`config.mk`:
```
export PLATFORM = sky130hd
export DESIGN_NAME = carrier_slave_front
export DESIGN_NICKNAME = d
export VERILOG_FILES = /design/src/rtl/csf_pkg.sv /design/src/rtl/csf_win_match.sv /design/src/rtl/csf_region_dec.sv /design/src/rtl/csf_reg_file.sv /design/src/rtl/carrier_slave_front.sv
export SDC_FILE = /design/constraint.sdc
export NUM_CORES = 1
export LEC_CHECK = 0
export BUFFER_PORTS_ARGS = -buffer_cell sky130_fd_sc_hd__buf_4
export CORE_MARGIN = 2
export CORE_UTILIZATION = 35
export CTS_CLUSTER_DIAMETER = 60
export DETAILED_ROUTE_END_ITERATION = 16
export PLACE_DENSITY_LB_ADDON = 0.2
export SYNTH_ARGS = -nofsm -noshare
export SYNTH_HDL_FRONTEND = slang
export SYNTH_SLANG_ARGS = --single-unit
```
`constraint.sdc`:
```
create_clock -name clk -period 2 [get_ports clk]
set_input_delay 0.5 -clock clk [delete_from_list [all_inputs] [get_ports clk]]
set_output_delay 0.5 -clock clk [all_outputs]
set_load 0.01 [all_outputs]
```
`src/rtl/csf_pkg.sv`:
```
package csf_pkg;
   localparam int NUM_SLOTS = 2;
   localparam int WORD_W    = 16;
   localparam int IDX_W     = 9;

   typedef enum logic [1:0] {
      RGN_REG  = 2'd0,
      RGN_CFG  = 2'd1,
      RGN_IO   = 2'd2,
      RGN_NONE = 2'd3
   } rgn_e;

   // word indices (byte offset / 2)
   localparam logic [IDX_W-1:0] IDX_DEV  = 9'd0;
   localparam logic [IDX_W-1:0] IDX_REV  = 9'd1;
   localparam logic [IDX_W-1:0] IDX_CTL  = 9'd2;
   localparam logic [IDX_W-1:0] IDX_VEC  = 9'd3;
   localparam logic [IDX_W-1:0] IDX_STS  = 9'd4;
   localparam int               IDX_WIN0 = 5;
   localparam int               WIN_KINDS = 3;   // base, mask, translation

   // control word field positions
   localparam int CTL_PWR_LSB = 8;
   localparam int CTL_MEN_LSB = 10;
   localparam int VEC_LVL_LSB = 8;
endpackage

```
`src/rtl/csf_win_match.sv`:
```
module csf_win_match #(
   parameter int SW_W = 4
) (
   input  logic [31:0]     addr,
   input  logic            acc_ext,
   input  logic            strap_ext,
   input  logic [SW_W-1:0] sw_hi,
   input  logic [SW_W-1:0] sw_lo,
   output logic            hit
);
   localparam int SEL_W = 2 * SW_W;

   if (SEL_W != 8) begin : g_bad_sw
      $error("csf_win_match: switch pair must form one byte");
   end

   logic [SEL_W-1:0] pos;
   logic             ext_hit;
   logic             std_hit;

   assign pos     = {sw_hi, sw_lo};
   assign ext_hit = (addr[31:24] == pos) && (addr[23:16] == 8'h00);
   assign std_hit = (addr[23:16] == pos);

   always_comb begin
      if (acc_ext != strap_ext) hit = 1'b0;
      else if (strap_ext)       hit = ext_hit;
      else                      hit = std_hit;
   end
endmodule

```
`src/rtl/csf_region_dec.sv`:
```
module csf_region_dec
   import csf_pkg::*;
(
   input  logic [15:0] offset,
   output rgn_e        region,
   output logic        slot
);
   always_comb begin
      slot = offset[8];
      if (offset[15:11] != 5'd0) begin
         region = RGN_NONE;
      end else begin
         unique case (offset[10:9])
            2'b00, 2'b01: region = RGN_REG;
            2'b10:        region = RGN_CFG;
            default:      region = RGN_IO;
         endcase
      end
   end
endmodule

```
`src/rtl/csf_reg_file.sv`:
```
module csf_reg_file
   import csf_pkg::*;
#(
   parameter logic [15:0] DEV_ID = 16'h2014,
   parameter logic [15:0] REV_ID = 16'h0001,
   parameter int          LED_N  = 4,
   parameter int          VEC_W  = 8,
   parameter int          LVL_W  = 3
) (
   input  logic                        clk,
   input  logic                        rst_n,
   input  logic                        wr_en,
   input  logic [IDX_W-1:0]            idx,
   input  logic [WORD_W-1:0]           wdata,
   input  logic [NUM_SLOTS-1:0]        irq_pend,
   output logic [WORD_W-1:0]           rdata,
   output logic [LED_N-1:0]            led,
   output logic [NUM_SLOTS-1:0]        slot_pwr,
   output logic [NUM_SLOTS-1:0]        mem_en,
   output logic [VEC_W-1:0]            irq_vec,
   output logic [LVL_W-1:0]            irq_lvl,
   output logic [NUM_SLOTS*WORD_W-1:0] win_base,
   output logic [NUM_SLOTS*WORD_W-1:0] win_mask,
   output logic [NUM_SLOTS*WORD_W-1:0] win_xlat
);
   if (LED_N < 1 || LED_N > CTL_PWR_LSB) begin : g_bad_led
      $error("csf_reg_file: LED count does not fit below the power bits");
   end
   if (VEC_W < 1 || VEC_W > VEC_LVL_LSB) begin : g_bad_vec
      $error("csf_reg_file: vector width does not fit below the level field");
   end
   if (LVL_W < 1 || LVL_W + VEC_LVL_LSB > WORD_W) begin : g_bad_lvl
      $error("csf_reg_file: level width does not fit the word");
   end

   logic [LED_N-1:0]     led_q;
   logic [NUM_SLOTS-1:0] pwr_q;
   logic [NUM_SLOTS-1:0] men_q;
   logic [VEC_W-1:0]     vec_q;
   logic [LVL_W-1:0]     lvl_q;
   logic [WORD_W-1:0]    win_q [NUM_SLOTS][WIN_KINDS];

   always_ff @(posedge clk or negedge rst_n) begin
      if (!rst_n) begin
         led_q <= '0;
         pwr_q <= '0;
         men_q <= '0;
      end else if (wr_en && idx == IDX_CTL) begin
         led_q <= wdata[LED_N-1:0];
         pwr_q <= wdata[CTL_PWR_LSB +: NUM_SLOTS];
         men_q <= wdata[CTL_MEN_LSB +: NUM_SLOTS];
      end
   end

   always_ff @(posedge clk or negedge rst_n) begin
      if (!rst_n) begin
         vec_q <= '0;
         lvl_q <= '0;
      end else if (wr_en && idx == IDX_VEC) begin
         vec_q <= wdata[VEC_W-1:0];
         lvl_q <= wdata[VEC_LVL_LSB +: LVL_W];
      end
   end

   for (genvar s = 0; s < NUM_SLOTS; s++) begin : g_slot
      for (genvar k = 0; k < WIN_KINDS; k++) begin : g_kind
         localparam logic [IDX_W-1:0] MY_IDX = IDX_W'(IDX_WIN0 + s * WIN_KINDS + k);
         always_ff @(posedge clk or negedge rst_n) begin
            if (!rst_n)                      win_q[s][k] <= '0;
            else if (wr_en && idx == MY_IDX) win_q[s][k] <= wdata;
         end
      end
      assign win_base[s*WORD_W +: WORD_W] = win_q[s][0];
      assign win_mask[s*WORD_W +: WORD_W] = win_q[s][1];
      assign win_xlat[s*WORD_W +: WORD_W] = win_q[s][2];
   end

   always_comb begin
      rdata = '0;
      if (idx == IDX_DEV) begin
         rdata = DEV_ID;
      end else if (idx == IDX_REV) begin
         rdata = REV_ID;
      end else if (idx == IDX_CTL) begin
         rdata[LED_N-1:0]                = led_q;
         rdata[CTL_PWR_LSB +: NUM_SLOTS] = pwr_q;
         rdata[CTL_MEN_LSB +: NUM_SLOTS] = men_q;
      end else if (idx == IDX_VEC) begin
         rdata[VEC_W-1:0]                = vec_q;
         rdata[VEC_LVL_LSB +: LVL_W]     = lvl_q;
      end else if (idx == IDX_STS) begin
         rdata[NUM_SLOTS-1:0]            = irq_pend;
      end else begin
         for (int s = 0; s < NUM_SLOTS; s++) begin
            for (int k = 0; k < WIN_KINDS; k++) begin
               if (idx == IDX_W'(IDX_WIN0 + s * WIN_KINDS + k)) rdata = win_q[s][k];
            end
         end
      end
   end

   assign led      = led_q;
   assign slot_pwr = pwr_q;
   assign mem_en   = men_q;
   assign irq_vec  = vec_q;
   assign irq_lvl  = lvl_q;
endmodule

```
`src/rtl/carrier_slave_front.sv`:
```
module carrier_slave_front
   import csf_pkg::*;
#(
   parameter int          SW_W   = 4,
   parameter int          LED_N  = 4,
   parameter int          VEC_W  = 8,
   parameter int          LVL_W  = 3,
   parameter logic [15:0] DEV_ID = 16'h2014,
   parameter logic [15:0] REV_ID = 16'h0001
) (
   input  logic             clk,
   input  logic             rst_n,
   input  logic [SW_W-1:0]  sw_hi,
   input  logic [SW_W-1:0]  sw_lo,
   input  logic             strap_ext,
   input  logic             acc_valid,
   input  logic [31:0]      acc_addr,
   input  logic             acc_ext,
   input  logic             acc_write,
   input  logic [1:0]       acc_size,
   input  logic [15:0]      acc_wdata,
   input  logic [1:0]       irq_pend,
   output logic             sel_valid,
   output logic [1:0]       sel_region,
   output logic             sel_slot,
   output logic [15:0]      sel_addr,
   output logic             rsp_valid,
   output logic             rsp_berr,
   output logic [15:0]      rsp_rdata,
   output logic [LED_N-1:0] led,
   output logic [1:0]       slot_pwr,
   output logic [1:0]       mem_en,
   output logic [VEC_W-1:0] irq_vec,
   output logic [LVL_W-1:0] irq_lvl,
   output logic [31:0]      win_base,
   output logic [31:0]      win_mask,
   output logic [31:0]      win_xlat
);
   logic        hit;
   rgn_e        rgn;
   logic        slot;
   logic        take;
   logic        wide;
   logic        is_reg;
   logic        local_done;
   logic        reg_wr;
   logic [15:0] reg_rd;

   csf_win_match #(.SW_W(SW_W)) u_match (
      .addr      (acc_addr),
      .acc_ext   (acc_ext),
      .strap_ext (strap_ext),
      .sw_hi     (sw_hi),
      .sw_lo     (sw_lo),
      .hit       (hit)
   );

   csf_region_dec u_dec (
      .offset (acc_addr[15:0]),
      .region (rgn),
      .slot   (slot)
   );

   assign take       = acc_valid && hit;
   assign wide       = acc_size[1];
   assign is_reg     = (rgn == RGN_REG);
   assign local_done = is_reg || (rgn == RGN_NONE);
   assign reg_wr     = take && is_reg && acc_write && !wide;

   csf_reg_file #(
      .DEV_ID (DEV_ID),
      .REV_ID (REV_ID),
      .LED_N  (LED_N),
      .VEC_W  (VEC_W),
      .LVL_W  (LVL_W)
   ) u_regs (
      .clk      (clk),
      .rst_n    (rst_n),
      .wr_en    (reg_wr),
      .idx      (acc_addr[IDX_W:1]),
      .wdata    (acc_wdata),
      .irq_pend (irq_pend),
      .rdata    (reg_rd),
      .led      (led),
      .slot_pwr (slot_pwr),
      .mem_en   (mem_en),
      .irq_vec  (irq_vec),
      .irq_lvl  (irq_lvl),
      .win_base (win_base),
      .win_mask (win_mask),
      .win_xlat (win_xlat)
   );

   always_ff @(posedge clk or negedge rst_n) begin
      if (!rst_n) begin
         sel_valid  <= 1'b0;
         sel_region <= RGN_NONE;
         sel_slot   <= 1'b0;
         sel_addr   <= '0;
         rsp_valid  <= 1'b0;
         rsp_berr   <= 1'b0;
         rsp_rdata  <= '0;
      end else begin
         sel_valid <= take;
         rsp_valid <= take && local_done;
         rsp_berr  <= take && is_reg && wide;
         rsp_rdata <= (take && is_reg && !wide && !acc_write) ? reg_rd : '0;
         if (take) begin
            sel_region <= rgn;
            sel_slot   <= slot;
            sel_addr   <= acc_addr[15:0];
         end
      end
   end
endmodule

```
==> key figures <==
Setup path
  • Slowest cell on crit path: or3_4
  • CP Class: input port to flip-flop
  • CP Capture Type: flip-flop
  • Crit-path max cell delay: 0.51 ns
  • Critical path peak fanout: 7
  • Critical Path Most Common Cell: buf_4
  • Worst EP required: 2.32 ns
  • Worst setup SP type: input port
  • Worst EP arrival: 2.65 ns
  • Sequence of cells on the critical path: buf_4 -> nor4b_4 -> nand4_1 -> or3_4 -> a2111oi_4 -> buf_4 -> clkbuf_16 -> mux2_4

Hold path
  • Hold Path Class: input port to flip-flop

Drt
  • Met2 routed wirelength: 12.4 mm
  • Via Count: 6462
  • Uppermost layer routed: met4
  • Mean routed wirelength per cell: 22.7 µm
  • Final ANT Viol Nets: 0
  • Iter 0 DRT Violations: 484
  • Met1 Wirelength: 11.9 mm
  • Final wirelength: 27.0 mm
  • Vias per inst: 5.43
  • Remaining DRCs: 0
  • Drt first pass iters: 5
  • Met3 routed WL: 1.92 mm

Cells and area
  • Area grow syn2layout: 57.0%
  • Final nets: 969
  • Antenna Cells: 0
  • Finished Cell Area: 11700 µm²
  • Final cell count without fillers: 1190
  • Footprint of the multi-input gates: 4100 µm²
  • Sequential Area: 3810 µm²
  • Fill cells: 1754
  • Layout cells sized above 1: 60.1%

STA
  • Worst Tran Pin Value: 0.482 ns
  • Final Hold Fails: 0
  • Final Cycle Share: 117%
  • Max-slew headroom: 67.1%
  • Max Freq: 429 MHz
  • Setup Viol. Count Final: 147
  • Final Skew: 0.00596 ns
  • Max-slew violations: 0
  • Unrepaired setup endpoints after global routing: yes
  • Final worst-path setup slack: -0.332 ns
  • Min Tclk post-route: 2.33 ns

Yosys
  • Most numerous cell in the Yosys netlist: dfrtp_1
  • Synth async-reset ratio: 100%
  • Netlist cell types: 71
  • Main synth FF type: dfrtp_1
  • Synth Instances: 589
  • Synth cell count leaders: dfrtp_1 (150), mux2_2 (137), nor2_1 (28)
  • Ranking of synthesized cells by area: dfrtp_1 (50%), mux2_2 (21%), xnor2_1 (1.8%)
  • Mapped cell area: 7460 µm²
  • Post-synth EDFFs: 0
  • Top-area cell type share of the netlist area: 50.3%
  • Flops & latches, synth: 152
  • Syn_area_per_cell: 12.7 µm²
  • Yosys top cell by area: dfrtp_1
  • Synthesis warning total: 0
  • Post-synthesis sequential area ratio: 51.0%
  • Syn_nets: 656

Placed design
  • GPL Wtd Cong: 0.894
  • Placed inst area: 10400 µm²
  • Placed Cells: 1142
  • DPL Wire Length: 19.2 mm
  • Port bufs: 217

Status
  • Run status: finished with violations
  • Failing checks: setup timing

Global route
  • First-pass GRT wire length: 40.3 mm
  • Tot GR Track Use: 24.0%
  • Largest net degree at the start of global routing: 46
  • Vias in the first global route: 6811
  • Initial antenna violation count: 0
  • Gr ovfl total: 0

Floorplan
  • Die Outline Area: 22500 µm²
  • # rows: 53
  • Initial Utilization: 35.6%
  • Die X: 150 µm
  • Die height: 150 µm
  • Ports: 219
  • Core ar.: 21000 µm²

CTS
  • Htree depth: 4
  • Number of CTS-inserted buffers: 17
  • Root buffer cell: clkbuf_16
  • CTS tree: built
  • Clk_lat worst skew: 0.43 ns
  • Clock tree buffer depth: 2
  • Clk slew on worst S/H paths: 0.07 ns
  • CTS sink count: 152

Power
  • NetSw: 1.71 mW
  • Power per cell area: 623 nW/µm²
  • Clock share of power: 49.4%
  • Pleak: 5.62 nW
  • Max VDD drop: 0.658 mV
  • Part of the power in registers: 42.3%
  • P_int: 5.59 mW
  • Switching Share: 23.4%
  • Logic gate share of total power: 8.4%

Job
  • Number of max-cap violations: 0
[placed cells by master, fill, tap and decap left out, types with 4 or more instances in the layout]
master     instances
xnor2_2            5
o22ai_1            7
bufinv_16          5
nand2b_1           4
and3_1             4
o221a_4            4
nand3_1            8
a21oi_1           14
a22oi_1           17
inv_6              4
dfrtp_1          150
o2bb2ai_1          5
a211oi_4           4
a2111oi_4          5
nor3_1             8
nand2_1           14
inv_1              9
clkbuf_16         18
buf_12             8
or3b_2             4
buf_8              8
nor4b_4            4
a211oi_1           5
buf_6             28
mux2i_1           11
mux2_2            25
xnor2_1            9
o21ai_0           17
nor2b_1            6
o32a_1             4
mux2_4           115
nor2_1            26
buf_4            286
[critical path: cells and delay by family]
kind | cells | cell delay, ns
AO/OA/AOI/OAI | 1 | 0.43
multiplexers | 1 | 0.30
buffers and inverters | 3 | 0.49
AND/OR/NAND/NOR | 3 | 0.93
[final timing paths]
path | slack (ns) | depth (start not counted) | start | to
worst max-delay path | -0.33 | 8 | acc_addr[18] | u_regs.win_xlat[11]$_DFFE_PN0P_
worst min-delay path | 0.31 | 2 | acc_addr[0] | sel_addr[0]$_DFFE_PN0P_
worst max register to register | 0.31 | 4 | u_regs.win_base[16]$_DFFE_PN0P_ | rsp_rdata[0]$_DFF_PN0_
worst min register to register | 0.47 | 2 | sel_region[0]$_DFFE_PN1P_ | sel_region[0]$_DFFE_PN1P_
max in group asynchronous | 0.84 | 3 | rst_n | u_regs.win_xlat[7]$_DFFE_PN0P_
min in group asynchronous | 0.54 | 2 | rst_n | u_regs.win_xlat[10]$_DFFE_PN0P_
[metal layers]
layer,up-vias,GRT usage [%]
met1,3266,32.9
met2,305,37.1
li1,2830,-
met5,-,0
met4,0,9.29
met3,61,5.15
[kinds of logic (layout without fill, tap and decap cells)]
group	count (synthesis)	count (layout)	synth area share, %
AOI/OAI and AO/OA	113	113	12.6
xor gates and xnor gates	17	17	2.00
adders and majority gates	1	1	0.168
buffers and inverters	47	373	2.99
DFF	152	152	51.0
muxes	152	152	22.9
and+or+nand+nor	107	107	8.32
[layout make-up]
| class | instances | area share [%] |
|---|---|---|
| clock buffer | 18 | 3.67 |
| sequential | 152 | 32.5 |
| tap | 275 | 2.94 |
| multi-input combinational | 390 | 35.0 |
| clock inverter | 14 | 1.87 |
| timing repair buffer | 332 | 23.7 |
| inverter | 9 | 0.289 |
[power groups by stage]
stage          clock network [mW]  registers, mW  logic, mW
2_1_floorplan                   0           3.15      0.185
3_3_place_gp                    0           3.14      0.551
3_5_place_dp                    0           3.14      0.564
4_1_cts                      3.64           3.09      0.598
5_1_grt                      3.77           3.09      0.653
6_report                     3.60           3.09      0.610
[timing repair]
action	CTS	global route
pin swaps	19	4
buffers inserted	9	6
hold buffers	1	0
hold endpoints to repair	31	0
resized for setup	88	19
setup endpoints to repair	151	149
gates cloned	1	2
[registers in the layout, summed over array words and instances, names as in the netlist]
name / count
u_regs.win_base: 32
u_regs.win_mask: 32
u_regs.win_xlat: 32
rsp_rdata: 16
sel_addr: 16
u_regs.irq_vec: 8
u_regs.led: 4
u_regs.irq_lvl: 3
sel_region: 2
u_regs.mem_en: 2
u_regs.slot_pwr: 2
rsp_berr: 1
rsp_valid: 1
sel_valid: 1
[stage by stage]
stage	setup slack (ns)	utilization (%)	total power, mW	hold slack (ns)	TNS, ns
2_1_floorplan	-0.661	-	3.33	0.204	-76.76
3_3_place_gp	-0.959	49.9	3.69	0.436	-112.54
3_5_place_dp	-1.03	49.9	3.71	0.440	-122.47
4_1_cts	-0.304	55.3	7.32	0.293	-31.27
5_1_grt	-0.359	55.9	7.51	0.291	-40.59
6_report	-0.332	55.9	7.30	0.305	-34.93
(Power assumes the default switching activity.)
